<file path="config.mk">
export PLATFORM = sky130hd
export DESIGN_NAME = sgram_cmd_ctrl
export DESIGN_NICKNAME = d
export VERILOG_FILES = /design/src/rtl/sgram_cmd_pkg.sv /design/src/rtl/sgram_cmd_decode.sv /design/src/rtl/sgram_mode_reg.sv /design/src/rtl/sgram_lockout.sv /design/src/rtl/sgram_bank_track.sv /design/src/rtl/sgram_cmd_ctrl.sv
export SDC_FILE = /design/constraint.sdc
export NUM_CORES = 1
export LEC_CHECK = 0
export ABC_AREA = 1
export BUFFER_PORTS_ARGS = -buffer_cell sky130_fd_sc_hd__buf_2
export CAP_MARGIN = 20
export CORE_UTILIZATION = 47
export CTS_CLUSTER_DIAMETER = 120
export DETAILED_ROUTE_END_ITERATION = 10
export PLACE_DENSITY = 0.9
export SETUP_SLACK_MARGIN = 0.4
export SLEW_MARGIN = 20
export SYNTH_ARGS = -nofsm -noshare
export SYNTH_HDL_FRONTEND = slang
export SYNTH_SLANG_ARGS = --single-unit
</file>
<file path="constraint.sdc">
create_clock -name clk -period 1.7 [get_ports clk]
set_input_delay 0.17 -clock clk [delete_from_list [all_inputs] [get_ports clk]]
set_output_delay 0.17 -clock clk [all_outputs]
set_load 0.005 [all_outputs]
</file>
<file path="src/rtl/sgram_cmd_pkg.sv">
package sgram_cmd_pkg;
  typedef enum logic [2:0] {
    CMD_NOP,
    CMD_MRS,
    CMD_ACT,
    CMD_BW,
    CMD_COL,
    CMD_MISC
  } cmd_e;

  localparam int MODE_BL_LSB = 0;
  localparam int MODE_ILV_BIT = 3;
  localparam int MODE_CL_LSB = 4;
  localparam int MODE_TOP_LSB = 7;
endpackage

</file>
<file path="src/rtl/sgram_cmd_decode.sv">
module sgram_cmd_decode
  import sgram_cmd_pkg::*;
(
  input  logic cs_n,
  input  logic ras_n,
  input  logic cas_n,
  input  logic we_n,
  input  logic dsf,
  input  logic blk_sel,
  output cmd_e cmd
);
  always_comb begin
    cmd = CMD_NOP;
    if (!cs_n) begin
      case ({ras_n, cas_n, we_n})
        3'b111:  cmd = CMD_NOP;
        3'b000:  cmd = dsf ? CMD_MISC : CMD_MRS;
        3'b011:  cmd = CMD_ACT;
        3'b101:  cmd = (dsf && blk_sel) ? CMD_BW : CMD_COL;
        3'b100:  cmd = CMD_COL;
        default: cmd = CMD_MISC;
      endcase
    end
  end
endmodule

</file>
<file path="src/rtl/sgram_mode_reg.sv">
module sgram_mode_reg
  import sgram_cmd_pkg::*;
#(
  parameter int ADDR_W = 10,
  parameter int BA_W   = 1
) (
  input  logic              clk,
  input  logic              rst,
  input  logic              wr,
  input  logic [ADDR_W-1:0] addr,
  input  logic [BA_W-1:0]   ba,
  output logic              code_ok,
  output logic              mode_valid,
  output logic [1:0]        mode_cl,
  output logic              mode_ilv,
  output logic [3:0]        mode_burst
);
  logic [2:0] bl_code;
  logic [2:0] cl_code;
  logic       top_zero;

  assign bl_code  = addr[MODE_BL_LSB +: 3];
  assign cl_code  = addr[MODE_CL_LSB +: 3];
  assign top_zero = (addr[ADDR_W-1:MODE_TOP_LSB] == '0) && (ba == '0);
  assign code_ok  = !bl_code[2] && (cl_code != 3'd0) && !cl_code[2] && top_zero;

  always_ff @(posedge clk) begin
    if (rst) begin
      mode_valid <= 1'b0;
      mode_cl    <= 2'd0;
      mode_ilv   <= 1'b0;
      mode_burst <= 4'd0;
    end else if (wr) begin
      mode_valid <= 1'b1;
      mode_cl    <= cl_code[1:0];
      mode_ilv   <= addr[MODE_ILV_BIT];
      mode_burst <= 4'd1 << bl_code[1:0];
    end
  end
endmodule

</file>
<file path="src/rtl/sgram_lockout.sv">
module sgram_lockout #(
  parameter int CNT_W = 3,
  parameter int BA_W  = 1
) (
  input  logic             clk,
  input  logic             rst,
  input  logic             cke,
  input  logic             load,
  input  logic [CNT_W-1:0] load_val,
  input  logic             load_bw,
  input  logic [BA_W-1:0]  load_bank,
  output logic             busy,
  output logic             expire,
  output logic [BA_W-1:0]  exp_bank
);
  logic [CNT_W-1:0] cnt;
  logic             kind_bw;

  assign expire = cke && kind_bw && (cnt == CNT_W'(1));

  always_ff @(posedge clk) begin
    if (rst) begin
      cnt      <= '0;
      busy     <= 1'b0;
      kind_bw  <= 1'b0;
      exp_bank <= '0;
    end else if (load) begin
      cnt      <= load_val;
      busy     <= (load_val != '0);
      kind_bw  <= load_bw;
      exp_bank <= load_bank;
    end else if (cke && cnt != '0) begin
      cnt  <= cnt - CNT_W'(1);
      busy <= (cnt != CNT_W'(1));
      if (cnt == CNT_W'(1)) kind_bw <= 1'b0;
    end
  end
endmodule

</file>
<file path="src/rtl/sgram_bank_track.sv">
module sgram_bank_track #(
  parameter int NUM_BANKS = 2,
  parameter int BA_W      = 1
) (
  input  logic                 clk,
  input  logic                 rst,
  input  logic                 open_en,
  input  logic [BA_W-1:0]      open_bank,
  input  logic                 close_en,
  input  logic [BA_W-1:0]      close_bank,
  output logic [NUM_BANKS-1:0] idle
);
  for (genvar b = 0; b < NUM_BANKS; b++) begin : g_bank
    always_ff @(posedge clk) begin
      if (rst) begin
        idle[b] <= 1'b1;
      end else if (open_en && open_bank == BA_W'(b)) begin
        idle[b] <= 1'b0;
      end else if (close_en && close_bank == BA_W'(b)) begin
        idle[b] <= 1'b1;
      end
    end
  end
endmodule

</file>
<file path="src/rtl/sgram_cmd_ctrl.sv">
module sgram_cmd_ctrl
  import sgram_cmd_pkg::*;
#(
  parameter int T_BPL     = 2,
  parameter int T_RP      = 3,
  parameter int MRS_GAP   = 1,
  parameter int NUM_BANKS = 2,
  parameter int ADDR_W    = 10,
  parameter int DQ_W      = 32,
  parameter int COL_LO    = 3,
  parameter int COL_W     = 5,
  parameter int BLK_BIT   = 9,
  localparam int BA_W     = (NUM_BANKS > 1) ? $clog2(NUM_BANKS) : 1
) (
  input  logic                 clk,
  input  logic                 rst,
  input  logic                 cke,
  input  logic                 cs_n,
  input  logic                 ras_n,
  input  logic                 cas_n,
  input  logic                 we_n,
  input  logic                 dsf,
  input  logic [BA_W-1:0]      ba,
  input  logic [ADDR_W-1:0]    addr,
  input  logic [DQ_W-1:0]      dq_mask,
  output logic                 mode_valid,
  output logic [1:0]           mode_cl,
  output logic                 mode_ilv,
  output logic [3:0]           mode_burst,
  output logic [NUM_BANKS-1:0] bank_idle,
  output logic                 busy,
  output logic                 mrs_go,
  output logic                 bw_go,
  output logic [BA_W-1:0]      bw_bank,
  output logic [COL_W-1:0]     bw_col,
  output logic [DQ_W-1:0]      bw_mask,
  output logic                 err_lock,
  output logic                 err_nomode,
  output logic                 err_seq,
  output logic                 err_code
);
  localparam int LOCK_BW  = T_BPL + T_RP;
  localparam int LOCK_MAX = (LOCK_BW > MRS_GAP) ? LOCK_BW : MRS_GAP;
  localparam int CNT_W    = $clog2(LOCK_MAX + 1);

  cmd_e             cmd;
  logic             code_ok;
  logic             expire;
  logic [BA_W-1:0]  exp_bank;
  logic             live, lock_hit, free_cmd, is_access, all_idle, sel_idle;
  logic             nomode_hit;
  logic             mrs_try, mrs_ok, mrs_seq, mrs_bad;
  logic             act_try, act_ok, act_seq;
  logic             bw_try, bw_ok, bw_seq;
  logic [CNT_W-1:0] load_val;

  sgram_cmd_decode u_dec (
    .cs_n   (cs_n),
    .ras_n  (ras_n),
    .cas_n  (cas_n),
    .we_n   (we_n),
    .dsf    (dsf),
    .blk_sel(addr[BLK_BIT]),
    .cmd    (cmd)
  );

  assign live       = cke && (cmd != CMD_NOP);
  assign lock_hit   = live && busy;
  assign free_cmd   = live && !busy;
  assign is_access  = (cmd == CMD_ACT) || (cmd == CMD_BW) || (cmd == CMD_COL);
  assign all_idle   = &bank_idle;
  assign sel_idle   = bank_idle[ba];
  assign nomode_hit = free_cmd && !mode_valid && is_access;

  assign mrs_try = free_cmd && (cmd == CMD_MRS);
  assign mrs_ok  = mrs_try && all_idle && code_ok;
  assign mrs_seq = mrs_try && !all_idle;
  assign mrs_bad = mrs_try && all_idle && !code_ok;

  assign act_try = free_cmd && mode_valid && (cmd == CMD_ACT);
  assign act_ok  = act_try && sel_idle;
  assign act_seq = act_try && !sel_idle;

  assign bw_try  = free_cmd && mode_valid && (cmd == CMD_BW);
  assign bw_ok   = bw_try && !sel_idle;
  assign bw_seq  = bw_try && sel_idle;

  assign load_val = bw_ok ? CNT_W'(LOCK_BW) : CNT_W'(MRS_GAP);

  sgram_mode_reg #(.ADDR_W(ADDR_W), .BA_W(BA_W)) u_mode (
    .clk       (clk),
    .rst       (rst),
    .wr        (mrs_ok),
    .addr      (addr),
    .ba        (ba),
    .code_ok   (code_ok),
    .mode_valid(mode_valid),
    .mode_cl   (mode_cl),
    .mode_ilv  (mode_ilv),
    .mode_burst(mode_burst)
  );

  sgram_lockout #(.CNT_W(CNT_W), .BA_W(BA_W)) u_lock (
    .clk      (clk),
    .rst      (rst),
    .cke      (cke),
    .load     (mrs_ok || bw_ok),
    .load_val (load_val),
    .load_bw  (bw_ok),
    .load_bank(ba),
    .busy     (busy),
    .expire   (expire),
    .exp_bank (exp_bank)
  );

  sgram_bank_track #(.NUM_BANKS(NUM_BANKS), .BA_W(BA_W)) u_banks (
    .clk       (clk),
    .rst       (rst),
    .open_en   (act_ok),
    .open_bank (ba),
    .close_en  (expire),
    .close_bank(exp_bank),
    .idle      (bank_idle)
  );

  always_ff @(posedge clk) begin
    if (rst) begin
      mrs_go     <= 1'b0;
      bw_go      <= 1'b0;
      bw_bank    <= '0;
      bw_col     <= '0;
      bw_mask    <= '0;
      err_lock   <= 1'b0;
      err_nomode <= 1'b0;
      err_seq    <= 1'b0;
      err_code   <= 1'b0;
    end else begin
      mrs_go <= mrs_ok;
      bw_go  <= bw_ok;
      if (bw_ok) begin
        bw_bank <= ba;
        bw_col  <= addr[COL_LO +: COL_W];
        bw_mask <= dq_mask;
      end
      if (lock_hit) err_lock <= 1'b1;
      if (nomode_hit) err_nomode <= 1'b1;
      if (mrs_seq || act_seq || bw_seq) err_seq <= 1'b1;
      if (mrs_bad) err_code <= 1'b1;
    end
  end
endmodule

</file>
## After elaboration in Yosys (flattened, before gate mapping)

Cells that the tools add are included.

| cells by class | value |
|---|---|
| add/subtract/negate cells | 1 |
| $lt $le $gt $ge | 1 |
| eq/ne operators | 10 |
| shift-type cells | 1 |
| mux-type cells | 18 |
| bitwise logic cells | 2 |
| reductions and logical operators | 53 |

Operators by type and width:

| cell | count |
|---|---|
| 1-bit logical AND | 29 |
| 3-bit two-way mux | 6 |
| 3-bit one-hot mux with 5 select lines | 1 |
| 3-bit equality test (second input constant) | 4 |
| 3-bit nonzero test | 4 |
| 1-bit two-way mux | 11 |
| 3-bit by 2-bit equality test with 1-bit output (second input constant) | 3 |
| 2-bit nonzero test | 4 |
| 1-bit logical NOT | 7 |
| 3-bit by 1-bit equality test with 1-bit output (second input constant) | 2 |
| 3-bit logical NOT | 2 |
| 1-bit logical OR | 5 |
| 2-bit AND reduction | 2 |
| 1-bit by 2-bit << shifter with 4-bit output (first input constant) | 1 |
| 3-bit by 1-bit inequality test with 1-bit output (second input constant) | 1 |
| 3-bit by 1-bit subtractor with 3-bit output (second input constant) | 1 |
| 1-bit by 2-bit less-than comparator with 1-bit output (second input constant) | 1 |
| 1-bit inverter | 2 |

| word-level totals | value |
|---|---|
| register bits after elaboration | 60 |
| input bits | 51 |
| output and inout bits | 55 |
| word-level logic and storage cells | 105 |

## Logic depth before layout (Yosys ltp)

| logic depth | value |
|---|---|
| word-level depth | 13 |
| mapped depth | 15 |
| mapped depth without buffers | 13 |

## Cells and area by module

From an unflattened synthesis, not the netlist that was laid out.

| unflattened totals | value |
|---|---|
| cell total of the unflattened synthesis | 394 |
| area total of the unflattened synthesis | 2,827.7 um^2 |

By module, submodules not included:

| module | instances | cells an instance | area each (um^2) | seq. area each (um^2) |
|---|---|---|---|---|
| sgram_cmd_ctrl | 1 | 258 | 1,905.6 | 880.8 |
| sgram_lockout | 1 | 55 | 377.9 | 120.1 |
| sgram_mode_reg | 1 | 43 | 355.3 | 160.2 |
| sgram_bank_track | 1 | 17 | 98.8 | 40.0 |
| sgram_cmd_decode | 1 | 21 | 90.1 | 0.0 |

## Worst setup path before layout

OpenSTA, ideal clock, no wires.

| path | value |
|---|---|
| path kind | flip-flop to flip-flop |
| start point | register u_lock.cnt[0] |
| end point | register u_lock.busy |
| setup time | 115 ps |
| data arrival time | 1,422 ps |
| data required time | 1,585 ps |
| setup slack | 162 ps |
| stages on the path, launching flop included | 10 |
| buffers on the path | 0 |
| period minus slack after synthesis | 1,538 ps |
| cells stage by stage | dfxtp_1 inv_1 ha_1 ha_1 nor2_1 inv_1 nor2_1 a21oi_1 o21ai_0 inv_1 |

| on the way | value |
|---|---|
| cells in the longest elaborated chain, start to end | 3 |
| elaborated cells between the ends (all ways) | 6 |
| those cells by class | eq/ne: 1; mux: 2; reduce/logical: 3 |

RTL lines:

| what | RTL line | RTL |
|---|---|---|
| from (decl) | sgram_lockout.sv:16 | `logic [CNT_W-1:0] cnt;` |
| from (signal assigned) | sgram_lockout.sv:28 | `cnt <= load_val;` |
| from (signal assigned) | sgram_lockout.sv:33 | `cnt <= cnt - CNT_W'(1);` |
| 3-bit by 1-bit inequality test with 1-bit output / 3-bit nonzero test (equally long branches) | sgram_lockout.sv:34, sgram_lockout.sv:32 |  |
| 1-bit two-way mux / 1-bit logical AND (equally long branches) | sgram_lockout.sv:32 | `end else if (cke && cnt != '0) begin` |
| 1-bit two-way mux / 2-bit nonzero test (equally long branches) | n/a |  |
| to (signal assigned) | sgram_lockout.sv:29 | `busy <= (load_val != '0);` |
| to (signal assigned) | sgram_lockout.sv:34 | `busy <= (cnt != CNT_W'(1));` |
| to (decl) | sgram_lockout.sv:12 | `output logic busy,` |

Parallel ways exist; a longest one is shown, timed or not. The select of a mux whose other input is x is not followed.
A chain may end at the register's enable or synchronous reset.

## Worst setup path in the final report

| path | value |
|---|---|
| start point | input cas_n |
| end point | register bw_mask[17] |

| on the way | value |
|---|---|
| cells in the longest elaborated chain, start to end | 9 |
| elaborated cells between the ends (all ways) | 14 |
| those cells by class | eq/ne: 5; mux: 2; reduce/logical: 7 |

RTL lines:

| what | RTL line | RTL |
|---|---|---|
| from (decl) | sgram_cmd_ctrl.sv:20 | `input logic cas_n,` |
| 3-bit equality test, or another cell as far along | sgram_cmd_decode.sv:15 | `case ({ras_n, cas_n, we_n})` |
| 3-bit one-hot mux with 5 select lines * | sgram_cmd_decode.sv:15 |  |
| 3-bit two-way mux * | sgram_cmd_decode.sv:14 | `if (!cs_n) begin` |
| 3-bit nonzero test | sgram_cmd_ctrl.sv:67 | `assign live = cke && (cmd != CMD_NOP);` |
| 1-bit logical AND | sgram_cmd_ctrl.sv:67 |  |
| 1-bit logical AND | sgram_cmd_ctrl.sv:69 | `assign free_cmd = live && !busy;` |
| 1-bit logical AND | sgram_cmd_ctrl.sv:84 | `assign bw_try = free_cmd && mode_valid && (cmd == CMD_BW);` |
| 1-bit logical AND * | sgram_cmd_ctrl.sv:84 |  |
| 1-bit logical AND * | sgram_cmd_ctrl.sv:85 | `assign bw_ok = bw_try && !sel_idle;` |
| to (signal assigned) | sgram_cmd_ctrl.sv:143 | `bw_mask <= dq_mask;` |
| to (decl) | sgram_cmd_ctrl.sv:36 | `output logic [DQ_W-1:0] bw_mask,` |

Mark *: on every way between the ends. The rest lies on a longest branch, timed or not.

==> summary.txt <==
Outcome
  – Status: finished, final reports clean

Yosys
  – Post-Synth XOR/XNOR Area: 0.00350
  – Synth Area in Adders: 0.0150
  – Average cell area after synthesis: between 7 and 8 sq um
  – Post-synthesis sequential element count: 60
  – Post-synthesis sequential area ratio: 0.480
  – Syn_nets: around 380
  – Simple-Gate Fraction of Synth Area: 0.211
  – Main combinational cell family by area after synthesis: simple AND/OR/NAND/NOR gates
  – Compound-Gate Fraction of Synth Area: 0.205
  – Unique masters post-synth: 28
  – Post-Syn Area: 2500 sq um
  – Syn Inst Count: approximately 330
  – Synth Warn #: 0
  – Post-synthesis mux area share: 0

Routing
  – DR WL/cell: between 15 and 20 microns
  – Number of routed nets with antenna violations: 0
  – Routed Wire Length: just over 9000 microns
  – Detailed Routing Iterations Pass 1: 5
  – Starting DRT DRC Count: about 230
  – Vias: 3064
  – DRC: 0
  – DR vias/cell: around 5.7

Critical path
  – Data arrival time of the worst path: roughly 1.8 ns
  – Reg2reg setup slack: 0.27 ns
  – Crit path max fanout: 11
  – Worst R2R End: bw_mask[17]
  – WP data required: slightly below 2 ns
  – Reg2Reg Depth: 7
  – CP Class: in2reg
  – Critical Path Sink Type: flip-flop
  – Startpoint Class: primary input
  – R2R Path Start: u_lock.busy

Placed design
  – DP Area: 3230 sq um
  – DP HPWL: around 4300 microns
  – Port bufs: roughly 110
  – Placer Congestion: around 0.83

Cells and area
  – FILL cells: roughly 330
  – Final nets: just over 500
  – Final instance area: approximately 4000 sq um
  – Layout area overhead: 61.1%
  – Share of layout cells above drive strength 1: 0.487
  – Antenna diodes: 0

Clock network
  – Htree depth: 3
  – CTS max path bufs: 2
  – Clock slew at reported path FFs: 0.09 ns
  – Later-pin clock latency in the skew report: between 0.3 and 0.4 ns
  – Total CTS buffers: 9
  – Clock Sinks: 60
  – Root Driver: clkbuf_8
  – TritonCTS clock tree: built

Pwr
  – Total internal power: 2710 uW
  – Psw: around 1000 uW
  – Max VDD drop: between 0.8 and 0.9 mV
  – Combinational power share: 0.198
  – Pwr dens: around 930 nW/um^2
  – Leak: ~0.0019 uW
  – Seq pwr share: 0.396
  – Clk pwr share: 0.406
  – Switch share: 0.278

Min path
  – Min-Delay Path Class: in2reg
  – Worst Hold Launch: dq_mask[25]
  – Number of cells on the worst hold path: 3
  – WHS Endpoint: bw_mask[25]

Timing
  – Final hold violations: 0
  – Peak Freq: 662 MHz
  – Final slew viol count: 0
  – Setup_tns: 0 ns
  – Max_slew headroom: 0.620
  – Clock skew: 0.0191 ns
  – Period utilization: 0.889
  – Final critical-path required period: 1.51 ns
  – RSZ-0062 raised after global routing: yes
  – Slew @ Worst Pin: roughly 0.56 ns
  – Final setup violation count: 0

Global routing
  – Vias in the first global route: ~2500
  – First-pass GRT wire length: 11300 microns
  – Largest net degree at the start of global routing: 40
  – Initial antenna violation count: 0
  – Gr usage total: 0.264
  – Grt ovf: 0

Floorplan
  – Core ar.: 5110 sq um
  – Starting density of the core: 0.489
  – Io pins: 106
  – FP Rows: 26
  – Die Width: ~75 microns
  – Die height: 74.9 microns
  – Die area: 5610 sq um

Run
  – Max_cap viols: 0
-- logic make-up after synthesis --
family                     count (synthesis)
and+or+nand+nor                          117
AOI/OAI and AO/OA                         99
DFF                                       60
buffers and inverters                     47
adders and majority gates                  3
xor gates and xnor gates                   1
-- worst max-delay path by stage --
stage,from,slack (ns),to,depth (start not counted)
after floorplan,we_n,0.30,bw_col[0],13
after global placement,we_n,0.01,u_mode.mode_burst[3],11
after detailed placement,cas_n,-0.09,u_mode.mode_burst[2],13
after CTS,u_lock.cnt[1],0.34,u_lock.cnt[0],8
after global routing,cas_n,0.14,bw_mask[11],14
final,cas_n,0.19,bw_mask[17],12
-- routing by layer --
layer / track usage / wire (microns)
met3: 0.0469 / 691
met4: 0.176 / 451
met1: 0.310 / 3660
met5: 0 / 0
met2: 0.443 / 4440
-- synth_stat cells --
cell type  count  area share
buf_2          8       0.016
nor2_2         2      0.0050
clkbuf_1       8       0.012
nand3_2        4       0.016
nor2_4         1      0.0045
o22ai_1        2      0.0050
nor4_1         3      0.0075
nand2_1       30       0.045
o211ai_1       1      0.0030
nor2_1        55       0.083
inv_2          5      0.0075
nand3_1       17       0.034
nand3_4        1      0.0070
buf_8          1      0.0060
inv_1         23       0.035
dfxtp_1       60        0.48
nor3_1         2      0.0040
nand4_1        1      0.0025
nand2_2        1      0.0025
a31oi_1        1      0.0025
o21ai_0       33       0.066
a21oi_1       47       0.094
ha_1           3       0.015
o21ai_2        1      0.0035
a21oi_2        2      0.0070
xor2_1         1      0.0035
buf_6          2      0.0090
o21ai_1       12       0.024
-- stage by stage --
stage	instances	util	worst slack, ns	hold slack [ns]	power (uW)
5_1_grt	536	0.788	0.143	0.0703	3880
2_1_floorplan	327	-	0.301	0.294	1830
3_5_place_dp	493	0.632	-0.0869	0.412	1990
6_report	536	0.788	0.189	0.0523	3750
3_3_place_gp	493	0.632	0.0103	0.405	1960
4_1_cts	526	0.729	0.337	0.0592	3550
-- layout make-up --
cell class	count	area (sq um)	area share
inverters	28	110	0.0273
multi-input cells	221	1370	0.340
clock buffers	11	151	0.0376
clock inverters	5	82.6	0.0205
flip-flops and latches	60	1210	0.300
repair buffers	141	1020	0.253
well taps	70	87.6	0.0218
-- power groups by stage --
stage	registers [uW]	logic (uW)	clock network, uW
after floorplan	1510	319	0
after global placement	1510	451	0
after detailed placement	1510	479	0
after CTS	1480	575	1490
after global routing	1490	802	1590
final	1480	741	1520
-- cell usage in the layout (no fill, tap or decap), types with 3 or more instances in the layout --
cell type and count:
buf_2 100, buf_12 3, buf_6 9, a21oi_1 41
nand3_4 5, dfxtp_1 55, dfxtp_2 5, buf_4 21
nand3_1 7, inv_1 18, buf_16 3, a21oi_2 7
nand3_2 11, inv_2 8, o21ai_2 5, nor2_1 48
clkbuf_16 4, nand2_2 8, nor2_4 8, o21ai_1 38
clkbuf_8 11, nand2_1 21
-- sequential cells by signal, indices dropped and copies added (netlist names), 2 cells and up --
register	cells
bw_col	5
bw_mask	32
u_banks.idle	2
u_lock.cnt	3
u_mode.mode_burst	4
u_mode.mode_cl	2
-- what timing repair did --
action / 4_1_cts / 5_1_grt
setup buffers: 13 / 5
gates cloned: 4 / 5
hold endpoints to repair: 0 / 0
hold buffers: 0 / 0
setup endpoints to repair: 50 / 57
pin swaps: 14 / 41
gates resized for setup: 22 / 44
-- critical path: stages --
cell	delay [ns]
buf_8	0.12
nor2_4	0.13
nand3_1	0.11
nand3_2	0.10
nand2_2	0.07
nand2_2	0.10
nand3_4	0.13
nor2_4	0.15
nand3_4	0.14
clkbuf_16	0.20
o21ai_1	0.21
nor2_1	0.09
Note: power is estimated with default switching activity, not from simulation.
